### src/rtl/cfg_site_pkg.sv
package cfg_site_pkg;

  localparam int unsigned IDX_W     = 4;
  localparam int unsigned SEQ_LEN   = 12;
  localparam int unsigned SKIP_SYNC = 2;

  localparam logic [31:0] SYNC_WORD  = 32'hAA99_5566;
  localparam logic [31:0] NOOP_WORD  = 32'h2000_0000;
  localparam logic [31:0] DESYNC_CMD = 32'h0000_000D;
  localparam logic [31:0] MASK_SITE  = 32'h4000_0000;

  localparam logic [13:0] REG_CMD  = 14'd4;
  localparam logic [13:0] REG_CTL  = 14'd5;
  localparam logic [13:0] REG_MASK = 14'd6;

  typedef enum logic [1:0] {
    ST_IDLE  = 2'd0,
    ST_RUN   = 2'd1,
    ST_DRAIN = 2'd2
  } seq_state_e;

  function automatic logic [31:0] wr_header(input logic [13:0] addr);
    wr_header = 32'h3000_0001 | ({18'd0, addr} << 13);
  endfunction

  function automatic logic [31:0] seq_word(input logic [IDX_W-1:0] idx,
                                           input logic            bottom);
    case (idx)
      4'd0:    seq_word = SYNC_WORD;
      4'd1:    seq_word = NOOP_WORD;
      4'd2:    seq_word = wr_header(REG_MASK);
      4'd3:    seq_word = MASK_SITE;
      4'd4:    seq_word = wr_header(REG_CTL);
      4'd5:    seq_word = {1'b0, bottom, 30'd0};
      4'd6:    seq_word = wr_header(REG_CMD);
      4'd7:    seq_word = DESYNC_CMD;
      4'd10:   seq_word = SYNC_WORD;
      default: seq_word = NOOP_WORD;
    endcase
  endfunction

endpackage

### src/rtl/cfg_site_ctrl.sv
module cfg_site_ctrl
  import cfg_site_pkg::*;
(
  input  logic        clk,
  input  logic        rst_n,
  input  logic        req_i,
  input  logic        tgt_i,
  input  logic        ser_ready_i,
  input  logic        ser_active_i,
  output logic        load_o,
  output logic [31:0] word_o,
  output logic        busy_o,
  output logic        done_o,
  output logic        site_o
);

  localparam logic [IDX_W-1:0] LAST_IDX  = IDX_W'(SEQ_LEN - 1);
  localparam logic [IDX_W-1:0] START_SYN = IDX_W'(SKIP_SYNC);

  seq_state_e       state_q, state_n;
  logic [IDX_W-1:0] idx_q, idx_n;
  logic             tgt_q, tgt_n;
  logic             site_q, site_n;
  logic             synced_q, synced_n;
  logic             done_q, done_n;

  always_comb begin
    state_n  = state_q;
    idx_n    = idx_q;
    tgt_n    = tgt_q;
    site_n   = site_q;
    synced_n = synced_q;
    done_n   = 1'b0;
    load_o   = 1'b0;
    case (state_q)
      ST_IDLE: begin
        if (req_i) begin
          if (tgt_i == site_q) begin
            done_n = 1'b1;
          end else begin
            state_n = ST_RUN;
            tgt_n   = tgt_i;
            idx_n   = synced_q ? START_SYN : '0;
          end
        end
      end
      ST_RUN: begin
        load_o = 1'b1;
        if (ser_ready_i) begin
          if (idx_q == LAST_IDX) state_n = ST_DRAIN;
          else                   idx_n   = idx_q + 1'b1;
        end
      end
      ST_DRAIN: begin
        if (!ser_active_i) begin
          state_n  = ST_IDLE;
          done_n   = 1'b1;
          site_n   = tgt_q;
          synced_n = 1'b1;
        end
      end
      default: state_n = ST_IDLE;
    endcase
  end

  always_ff @(posedge clk or negedge rst_n) begin
    if (!rst_n) begin
      state_q  <= ST_IDLE;
      idx_q    <= '0;
      tgt_q    <= 1'b0;
      site_q   <= 1'b0;
      synced_q <= 1'b0;
      done_q   <= 1'b0;
    end else begin
      state_q  <= state_n;
      idx_q    <= idx_n;
      tgt_q    <= tgt_n;
      site_q   <= site_n;
      synced_q <= synced_n;
      done_q   <= done_n;
    end
  end

  assign word_o = seq_word(idx_q, tgt_q);
  assign busy_o = (state_q != ST_IDLE);
  assign done_o = done_q;
  assign site_o = site_q;

  AST_DONE_PULSE:   assert property (@(posedge clk) disable iff (!rst_n) done_q |=> !done_q);
  AST_SITE_ON_DONE: assert property (@(posedge clk) disable iff (!rst_n) !$stable(site_q) |-> done_q);
  AST_IDX_BOUND:    assert property (@(posedge clk) disable iff (!rst_n) idx_q <= LAST_IDX);
  AST_BUSY_IGNORE:  assert property (@(posedge clk) disable iff (!rst_n) (busy_o && req_i) |=> $stable(tgt_q));

endmodule

### src/rtl/cfg_word_ser.sv
module cfg_word_ser #(
  parameter int unsigned BUS_W = 8
) (
  input  logic             clk,
  input  logic             rst_n,
  input  logic             load_i,
  input  logic [31:0]      word_i,
  output logic             ready_o,
  output logic             active_o,
  output logic [BUS_W-1:0] data_o
);

  localparam int unsigned BEATS  = 32 / BUS_W;
  localparam int unsigned BEAT_W = (BEATS > 1) ? $clog2(BEATS) : 1;
  localparam logic [BEAT_W-1:0] LAST_BEAT = BEAT_W'(BEATS - 1);

  logic              active_q, active_n;
  logic [BEAT_W-1:0] beat_q, beat_n;
  logic [31:0]       word_q, word_n;
  logic              last_beat;
  logic [BUS_W-1:0]  beat_data;

  assign last_beat = (beat_q == LAST_BEAT);
  assign ready_o   = !active_q || last_beat;

  always_comb begin
    active_n = active_q;
    beat_n   = beat_q;
    word_n   = word_q;
    if (load_i && ready_o) begin
      active_n = 1'b1;
      beat_n   = '0;
      word_n   = word_i;
    end else if (active_q && last_beat) begin
      active_n = 1'b0;
    end else if (active_q) begin
      beat_n = beat_q + 1'b1;
    end
  end

  always_ff @(posedge clk or negedge rst_n) begin
    if (!rst_n) begin
      active_q <= 1'b0;
      beat_q   <= '0;
      word_q   <= '0;
    end else begin
      active_q <= active_n;
      beat_q   <= beat_n;
      word_q   <= word_n;
    end
  end

  generate
    if (BUS_W == 32) begin : g_wide
      assign beat_data = word_q;
    end else begin : g_narrow
      logic [7:0] cur_byte;
      assign cur_byte = word_q[(LAST_BEAT - beat_q) * 8 +: 8];
      for (genvar b = 0; b < 8; b++) begin : g_mirror
        assign beat_data[b] = cur_byte[7 - b];
      end
    end
  endgenerate

  assign active_o = active_q;
  assign data_o   = active_q ? beat_data : '0;

  AST_BEAT_RANGE: assert property (@(posedge clk) disable iff (!rst_n) beat_q <= LAST_BEAT);
  AST_HOLD_WORD:  assert property (@(posedge clk) disable iff (!rst_n) (active_q && !last_beat) |=> $stable(word_q));

endmodule

### src/rtl/cfg_site_switch.sv
module cfg_site_switch #(
  parameter int unsigned BUS_W = 8
) (
  input  logic             clk,
  input  logic             rst_n,
  input  logic             sw_req,
  input  logic             sw_bottom,
  output logic             cfg_sel,
  output logic             cfg_wr,
  output logic [BUS_W-1:0] cfg_wdata,
  output logic             sw_busy,
  output logic             sw_done,
  output logic             site_bottom
);

  logic [1:0]  rst_sync_q;
  logic        rst_int_n;
  logic        load;
  logic [31:0] word;
  logic        ser_ready;
  logic        ser_active;

  always_ff @(posedge clk or negedge rst_n) begin
    if (!rst_n) rst_sync_q <= 2'b00;
    else        rst_sync_q <= {rst_sync_q[0], 1'b1};
  end
  assign rst_int_n = rst_sync_q[1];

  cfg_site_ctrl u_ctrl (
    .clk          (clk),
    .rst_n        (rst_int_n),
    .req_i        (sw_req),
    .tgt_i        (sw_bottom),
    .ser_ready_i  (ser_ready),
    .ser_active_i (ser_active),
    .load_o       (load),
    .word_o       (word),
    .busy_o       (sw_busy),
    .done_o       (sw_done),
    .site_o       (site_bottom)
  );

  cfg_word_ser #(.BUS_W(BUS_W)) u_ser (
    .clk      (clk),
    .rst_n    (rst_int_n),
    .load_i   (load),
    .word_i   (word),
    .ready_o  (ser_ready),
    .active_o (ser_active),
    .data_o   (cfg_wdata)
  );

  assign cfg_sel = ser_active;
  assign cfg_wr  = ser_active;

  AST_SEL_WHEN_BUSY: assert property (@(posedge clk) disable iff (!rst_int_n) cfg_sel |-> sw_busy);
  AST_IDLE_QUIET:    assert property (@(posedge clk) disable iff (!rst_int_n) !sw_busy |-> (cfg_wdata == '0));

endmodule

### config.mk
export PLATFORM = sky130hd
export DESIGN_NAME = cfg_site_switch
export DESIGN_NICKNAME = d
export VERILOG_FILES = /design/src/rtl/cfg_site_pkg.sv /design/src/rtl/cfg_site_ctrl.sv /design/src/rtl/cfg_word_ser.sv /design/src/rtl/cfg_site_switch.sv
export SDC_FILE = /design/constraint.sdc
export NUM_CORES = 1
export LEC_CHECK = 0
export ABC_CLOCK_PERIOD_IN_PS = 1700
export BUFFER_PORTS_ARGS = -buffer_cell sky130_fd_sc_hd__buf_2
export CORE_MARGIN = 1
export CORE_UTILIZATION = 25
export CTS_CLUSTER_SIZE = 24
export DETAILED_ROUTE_END_ITERATION = 10
export SLEW_MARGIN = 5
export SYNTH_ARGS = -nofsm -noshare
export SYNTH_HDL_FRONTEND = slang
export SYNTH_HIERARCHICAL = 1
export SYNTH_SLANG_ARGS = --single-unit
export TNS_END_PERCENT = 30
### constraint.sdc
create_clock -name clk -period 1.7 [get_ports clk]
set_clock_uncertainty 0.2 [all_clocks]
set_input_delay 0.34 -clock clk [delete_from_list [all_inputs] [get_ports clk]]
set_output_delay 0.34 -clock clk [all_outputs]
set_load 0.01 [all_outputs]
* Word level (Yosys, flattened, before mapping)
Cells that the tools add are included.
** Word-level totals
- Input port bits :: 4
- Logic and storage cells :: 75
- Flip-flop bits (word level) :: 47
- Output and inout port bits :: 13
** Operators by class
- Shift operators :: 1
- $add $sub $neg :: 3
- Muxes and demuxes :: 24
- Bitwise logic cells :: 2
- Reductions and logical operators :: 16
- Equal/unequal tests :: 19
** Operators with widths (number)
- $pmux 32 s7 :: 1
- $shiftx 32x33->8 :: 1
- $mux 2 :: 9
- $eq 4x3->1 const B :: 4
- $mux 4 :: 4
- $ne 2x2->1 const B :: 5
- $reduce_and 5->1 :: 2
- $eq 4x2->1 const B :: 2
- $eq 4x4->1 const B :: 2
- $mux 8 :: 1
- $pmux 4 s2 :: 1
- $reduce_bool 2->1 :: 4
- $mux 1 :: 6
- $pmux 2 s3 :: 1
- $add 4x1->4 const B :: 1
- $eq 2x2->1 const B :: 2
- $logic_not 4->1 :: 1
- $ne 2x1->1 const B :: 2
- $reduce_and 2->1 :: 2
- $reduce_and 3->1 :: 1
- $sub 2x2->3 const A :: 1
- $add 2x1->2 const B :: 1
- $eq 2x1->1 const B :: 1
- $logic_and 1x1->1 :: 2
- other kinds (7) :: 8

* Logic depth before layout (Yosys ltp)
Gate-level depths: netlist (run 1).
- Depth after elaboration :: 5
- Mapped depth :: 6
- Gate-level depth less buffers :: 6

* Hierarchy
Netlist (run 1), hierarchy kept.
** By module, submodules not included
- cfg_word_ser :: instances 1, area each 1722.9 sq um, seq. area each 875.8 sq um, cells an instance 107
- cfg_site_ctrl :: instances 1, area each 839.6 sq um, seq. area each 250.2 sq um, cells an instance 97
- cfg_site_switch :: instances 1, area each 61.3 sq um, seq. area each 50.0 sq um, cells an instance 4

* Least setup slack after synthesis (run 1)
Ideal clock, no wire load.
- Path type :: reg-to-reg
- From :: reg u_ctrl.idx_q[0]
- To :: reg u_ser.word_q[12]
- Slack :: -0.217 ns
- Library setup time :: 0.064 ns
- Required time :: 1.436 ns
- Period minus slack after synthesis :: 1.917 ns
- Buffers on the path :: 1
- Data arrival time :: 1.652 ns
- Cell stages (with the launch flop) :: 7
- Path through :: dfrtp_1 inv_1 ha_1 nand2_1 a21oi_1 buf_4 mux2_2
** On the way
- Word-level cells in the longest chain between the ends :: 3
- Elaborated cells on any way between the ends :: 10
- Classes of those cells :: eq/ne: 7; mux: 1; reduce/logical: 2
** RTL lines
- start: declaration :: line cfg_site_ctrl.sv:21 : logic [IDX_W-1:0] idx_q, idx_n;
- start signal: assignment :: line cfg_site_ctrl.sv:76 : idx_q <= idx_n;
- $eq 4x4->1 or $logic_not 4->1 (tied branches) :: line cfg_site_pkg.sv:28 : case (idx)
- $reduce_or 2->1 (no source line)
- $pmux 32 s7 * :: line cfg_site_pkg.sv:28
- via word[12] :: line cfg_site_switch.sv:19 : logic [31:0] word;
- end signal: assignment :: line cfg_word_ser.sv:49 : word_q <= word_n;
- end: declaration :: line cfg_word_ser.sv:19 : logic [31:0] word_q, word_n;
The timed path passes the listed nets; every way through them passes the cells marked *.
A chain may end at the register's enable or synchronous reset.

* Final worst setup path (run 1)
- From :: reg u_ser.beat_q[1]
- To :: out cfg_wdata[5]
** On the way
- Word-level cells in the longest chain between the ends :: 3
** RTL lines
- start: declaration :: line cfg_word_ser.sv:18 : logic [BEAT_W-1:0] beat_q, beat_n;
- start signal: assignment :: line cfg_word_ser.sv:48 : beat_q <= beat_n;
- $sub 2x2->3 :: line cfg_word_ser.sv:58 : assign cur_byte = word_q[(LAST_BEAT - beat_q) * 8 +: 8];
- $shiftx 32x33->8 :: line cfg_word_ser.sv:58
- $mux 8 :: line cfg_word_ser.sv:66 : assign data_o = active_q ? beat_data : '0;
- end: declaration :: line cfg_site_switch.sv:10 : output logic [BUS_W-1:0] cfg_wdata,
No other way between the ends.

==> run_results.csv, run 1 <==
group,metric,value,unit
clocking,htreeDepth,2,
power_and_ir_drop,p_per_area,2030,nW/um^2
synth,async_reset_ff_share,100,%
job,max_cap_violations,0,
synth,seq_area_frac_synth,44.8,%
setup_path,start_kind,"flop",
power_and_ir_drop,pwr-share-comb,58.7,%
power_and_ir_drop,switchingPower,2.33,mW
power_and_ir_drop,ir_drop,0.637,mV
timing,drv_slew,0,
finish,diodes,0,
finish,nFillCells,1032,
route,drt_iter0_drc,28,
route,drt-pass1-iter-count,4,
synth,synth.distinct_cells,39,
timing,period_share,114,%
die,initial_utilization,25.6,%
clocking,clk_latency,300,ps
setup_path,critical_path_class,"flop to output pin",
timing,setup_tns,-4750,ps
timing,rsz0062_at_grt,"true",
setup_path,reg2reg_slack,-140,ps
synth,synth_top_family_by_area,"multiplexers",
timing,setup_viol,46,
global_routing,grt_max_degree,46,
route,dr_total_vias,1552,
setup_path,critPathCaptureType,"output pin",
die,die_y,104,um
power_and_ir_drop,p_int,4.07,mW
finish,area_delta_synth_final,20.1,%
timing,postLayoutSetupSlackWorst,-231,ps
place,io_buffers,16,
route,wl_per_cell,12.8,um
die,io_pins,17,
setup_path,cp_max_fo,8,
power_and_ir_drop,power,6.40,mW
power_and_ir_drop,p_clk_share,10.4,%
place,place_inst,363,
setup_path,cp.arrival,1390,ps
run_status,status,"complete, but fails checks",
route,wl,4800,um
clocking,cts_buffers,5,
clocking,clock_tree.root_cell,"clkbuf_8",
global_routing,grt_pass1_vias,1582,
clocking,cts_tree,"done",
power_and_ir_drop,switching_share,36.4,%
setup_path,r2r_cells,7,
synth,synth_xor_xnor_area_share,0.334,%
synth,synth_ff_type,"dfrtp_1",
clocking,cts_sinks,47,
timing,period_needed,1930,ps
die,dieWidth,104,um
synth,synthAdderAreaFrac,2.38,%
setup_path,required,1160,ps
clocking,clk_pin_slew,80,ps
synth,synth_enable_flop_cells,0,
synth,yosys-mux-area-fraction,26.1,%
timing,whs,39.0,ps
global_routing,overflow,0,
finish,final_cells,376,
finish,final_util,30.8,%
run_status,violations,"negative setup slack",
power_and_ir_drop,leakage,1.53,nW
timing,hold_viol,0,
power_and_ir_drop,seq_power_share,30.9,%
timing,max_freq,518,MHz
die,rows,37,
finish,fin_nets,248,
global_routing,grt_pass1_wl,7800,um
setup_path,rr_endpoint,"u_ctrl/idx_q[1]",
synth,syn_area_per_cell,12.6,um^2
global_routing,track_usage,8.95,%
synth,synth-compound-area-share,6.58,%
synth,synth_simple_gate_area_share,7.77,%
route,drc,0,
hold_path,hp-class,"flop to asynchronous set/reset pin",
synth,synth_warnings,6,
die,coreArea,10200,um^2
place,hpwl,3110,um
place,globalplace.congestion,0.729,
setup_path,r2r-start,"u_ser/beat_q[1]",
synth,synth_seq_cells,47,
route,drtAntennaViolNets,0,
die,fp.dieArea,10900,um^2
synth,synthCells,208,
finish,drive_above_1_share,46.3,%
route,vias_per_cell,4.13,
global_routing,antenna_found_initial,0,
clocking,clk_path_buf_depth,2,
synth,syn_area,2620,um^2
==> cells by family (layout without fill, tap and decap cells) <==
family / count (synthesis) / in the layout
multiplexers: 53 / 53
flip-flops: 47 / 47
buffers and inverters: 42 / 65
AND/OR/NAND/NOR: 30 / 30
AO/OA/AOI/OAI: 28 / 28
adder cells (fa/ha/maj): 5 / 5
other: 2 / 11
XOR/XNOR: 1 / 1
==> worst max-delay path by stage <==
stage                          startpoint               end  slack (ps)
after detailed placement  u_ctrl/idx_q[0]  u_ser/word_q[29]         -80
after global routing      u_ser/beat_q[1]      cfg_wdata[1]        -300
after CTS                 u_ser/beat_q[1]      cfg_wdata[4]        -260
final                     u_ser/beat_q[1]      cfg_wdata[5]        -230
after global placement    u_ctrl/idx_q[0]  u_ser/word_q[29]         -30
after floorplan           u_ctrl/idx_q[0]  u_ser/word_q[29]         -50
==> layout by cell type (no fill, tap or decap), types with 4 or more instances in the layout <==
| cell | n |
|---|---|
| buf_6 | 4 |
| mux2i_1 | 19 |
| conb_1 | 11 |
| buf_2 | 16 |
| mux2_4 | 30 |
| dfrtp_2 | 4 |
| o22ai_1 | 8 |
| clkbuf_8 | 5 |
| buf_12 | 5 |
| buf_4 | 19 |
| dfrtp_1 | 43 |
| inv_1 | 8 |
| nand3b_1 | 5 |
| o22ai_2 | 4 |
==> per-layer routing <==
layer,global-route usage (%),wire (um)
met1,12.1,2470
met2,13.9,2140
met3,2.13,137
met4,3.06,52
met5,0,0
==> critical path, cell delays in order, from the launching register on <==
cell       delay, ps
dfrtp_2          460
clkbuf_16        180
mux2i_1          110
o22ai_1          170
buf_2            160
==> area by class of cell <==
cell class	count	area [um^2]	area share [%]
flip-flops and latches	47	1180	37.5
multi-input cells	128	1250	39.7
repair buffers	47	428	13.6
inverters	10	37.5	1.19
clock inverters	2	12.5	0.397
well taps	136	170	5.40
clock buffers	6	72.6	2.30
==> through the flow <==
step	cell area [um^2]	worst slack (ps)
5_1_grt	3150	-301
2_1_floorplan	2660	-47.7
6_report	3150	-231
3_5_place_dp	2900	-81.6
4_1_cts	3070	-261
3_3_place_gp	2900	-32.6
==> state kept, by name, indices dropped and copies added (netlist names) <==
name / count
rst_sync_q: 2
u_ctrl/done_o: 1
u_ctrl/idx_q: 4
u_ctrl/site_o: 1
u_ctrl/state_q: 2
u_ctrl/synced_q: 1
u_ctrl/tgt_q: 1
u_ser/active_o: 1
u_ser/beat_q: 2
u_ser/word_q: 32
==> power by group through the flow <==
| stage | combinational (mW) | sequential [mW] | clock, mW |
|---|---|---|---|
| floorplan | 2.71 | 1.87 | 0 |
| global placement | 3.38 | 1.93 | 0 |
| detailed placement | 3.41 | 1.95 | 0 |
| CTS | 3.58 | 1.96 | 0.704 |
| global route | 4.03 | 2.04 | 0.743 |
| finish | 3.75 | 1.98 | 0.668 |
==> Yosys cell counts, types with 2 or more instances <==
| cell | count | area share, % |
|---|---|---|
| a31oi_1 | 2 | 0.48 |
| inv_1 | 10 | 1.4 |
| clkbuf_1 | 2 | 0.29 |
| or2b_1 | 2 | 0.57 |
| nand3b_1 | 5 | 1.4 |
| buf_4 | 25 | 7.2 |
| nand2b_1 | 3 | 0.72 |
| mux2i_1 | 20 | 7.6 |
| mux2_2 | 3 | 1.3 |
| o21ai_0 | 4 | 0.76 |
| nand2_1 | 4 | 0.57 |
| ha_1 | 5 | 2.4 |
| buf_12 | 3 | 2.3 |
| mux2_4 | 30 | 17 |
| dfrtp_1 | 47 | 45 |
| conb_1 | 2 | 0.29 |
| o22ai_1 | 12 | 2.9 |
| a21oi_1 | 4 | 0.76 |
| nor2b_1 | 3 | 0.72 |
| nor2_1 | 3 | 0.43 |
==> what timing repair did <==
item / 4_1_cts / 5_1_grt
setup endpoints to repair: 27 / 46
resized for setup: 18 / 8
setup buffers: 1 / 1
gates cloned: 0 / 2
endpoints found under the hold margin: 2 / 0
hold buffers: 1 / 0
pin swaps: 6 / 1
Power figures use the tool's default switching activity.
==> run 2, diff against run 1 <==
--- a/config.mk
+++ b/config.mk
@@ -11,6 +11,7 @@
 export CORE_UTILIZATION = 25
 export CTS_CLUSTER_SIZE = 24
 export DETAILED_ROUTE_END_ITERATION = 10
+export GPL_TIMING_DRIVEN = 0
 export SLEW_MARGIN = 5
 export SYNTH_ARGS = -nofsm -noshare
 export SYNTH_HDL_FRONTEND = slang
==> run 2 against run 1 <==
  * The flow still finishes with violations (negative setup slack)
  * Sequential power is essentially flat
  * Routed wire length grew 11%
  * Utilization grew 2.6 points
  * Global-route usage grew 1.3 points
  * Largest cell class unchanged
==> run_results.csv, run 2 (synthesis results as in run 1) <==
group,metric,value,unit
run_status,status,"complete, but fails checks",
run_status,violations,"negative setup slack",
timing,max_freq,506,MHz
clocking,cts_tree,"done",
global_routing,antenna_found_initial,0,
setup_path,crit_end,"cfg_wdata[2]",
timing,drv_slew,0,
power_and_ir_drop,leakage,1.68,nW
route,drc,0,
job,max_cap_violations,0,
die,rows,37,
clocking,clk_path_buf_depth,2,
global_routing,overflow,0,
global_routing,grt_pass1_vias,1744,
place,place_inst,370,
timing,rsz0062_at_grt,"true",
setup_path,cp_max_fo,3,
finish,fin_nets,270,
clocking,clk_pin_slew,90,ps
setup_path,r2r_cells,7,
global_routing,grt_max_degree,26,
clocking,htreeDepth,2,
hold_path,hp-class,"flop to asynchronous set/reset pin",
global_routing,track_usage,10.2,%
finish,largest_reg_flops,32,
timing,period_share,116,%
finish,area_delta_synth_final,30.3,%
die,initial_utilization,25.6,%
place,pre_cts_ws,-392,ps
setup_path,required,1160,ps
setup_path,critical_path_class,"flop to output pin",
setup_path,start_kind,"flop",
die,coreArea,10200,um^2
finish,diodes,0,
finish,layout_commonest_cell,"dfrtp_1",
finish,top_register,"u_ser/word_q",
die,io_pins,17,
setup_path,crit_chain,"buf_6 > buf_4 > mux2i_1 > o22ai_1 > buf_2",
finish,largest_registers,"u_ser/word_q (32), u_ctrl/idx_q (4)",
route,drtAntennaViolNets,0,
power_and_ir_drop,p_per_area,2060,nW/um^2
timing,setup_viol,39,
timing,postLayoutSetupSlackWorst,-275,ps
clocking,clock_tree.root_cell,"clkbuf_8",
setup_path,crit_path_start,"u_ser/beat_q[1]",
timing,hold_viol,0,
clocking,cts_sinks,47,
route,dr_total_vias,1674,
finish,drive_above_1_share,51.9,%
finish,mostFrequentLayoutCells,"dfrtp_1, buf_4, mux2_4",
place,globalplace.congestion,0.727,
place,hpwl,3250,um
route,drt-pass1-iter-count,4,
setup_path,r2r-start,"u_ser/beat_q[1]",
route,wl_per_cell,13.4,um
die,dieWidth,104,um
power_and_ir_drop,ir_drop,0.665,mV
route,drt_iter0_drc,41,
setup_path,rr_endpoint,"u_ser/word_q[13]",
setup_path,reg2reg_slack,-180,ps
finish,final_cells,398,
setup_path,cp.arrival,1430,ps
route,wl,5320,um
global_routing,grt_pass1_wl,8760,um
setup_path,critPathCaptureType,"output pin",
die,fp.dieArea,10900,um^2
route,vias_per_cell,4.21,
setup_path,slowest_delay,400,ps
clocking,cts_buffers,5,
place,io_buffers,16,
die,die_y,104,um
timing,period_needed,1970,ps
setup_path,slowest_stage,"dfrtp_1",
clocking,clk_latency,300,ps
[run 2: worst min path at each step]
stage                        endpoint  slack, ps
floorplan               rst_sync_q[0]       -160
global placement        rst_sync_q[0]        -70
detailed placement      rst_sync_q[0]        -70
CTS                  u_ser/word_q[13]         60
global route         u_ser/word_q[14]        100
finish              u_ctrl/state_q[1]         40
[run 2: layout make-up]
type                    count  area, um^2
flip-flops and latches     47        1180
clock buffers               7        86.3
well taps                 136         170
multi-input cells         128        1290
inverters                  10        40.0
fillers                  1011        6810
plain buffers              29         241
clock inverters             1        8.76
repair buffers             40         400
[run 2: stage by stage]
| stage | power [mW] | utilization [%] | hold WS [ps] | setup TNS (ps) | area, um^2 |
|---|---|---|---|---|---|
| after floorplan | 4.58 | - | -156 | -47.7 | 2660 |
| final | 7.04 | 33.4 | 36.3 | -5110 | 3420 |
| after CTS | 6.82 | 32.2 | 62.2 | -4110 | 3300 |
| after detailed placement | 5.36 | 28.7 | -74.7 | -7960 | 2930 |
| after global placement | 5.28 | 28.5 | -73.9 | -29920 | 2910 |
| after global routing | 7.48 | 33.4 | 97.0 | -7210 | 3420 |
[run 2: timing repair]
item / CTS / global route
buffers inserted: 11 / 8
cloned: 3 / 0
resized for setup: 18 / 28
setup endpoints to repair: 39 / 44
hold buffers: 1 / 0
endpoints found under the hold margin: 2 / 0
pin swaps: 4 / 6
[run 2: layer usage]
| layer | track usage, % | wire (um) | up-vias |
|---|---|---|---|
| met2 | 17.0 | 2520 | 28 |
| met3 | 2.19 | 153 | 8 |
| met4 | 4.08 | 121 | 0 |
| met1 | 12.9 | 2520 | 836 |
| met5 | 0 | 0 | - |
| li1 | - | - | 802 |
[run 2: critical path, delay by kind of cell, from the launching register on]
kind,cells,cell delay (ps)
AOI/OAI and AO/OA,1,180
DFF,1,400
buffers and inverters,3,450
muxes,1,110
[run 2: where the power goes]
group / leakage (nW) / internal [mW] / switching, mW / total, mW
clock: 0.0484 / 0.334 / 0.377 / 0.710
combinational: 1.06 / 2.58 / 1.76 / 4.34
sequential: 0.570 / 1.61 / 0.377 / 1.99
total: 1.68 / 4.52 / 2.52 / 7.04
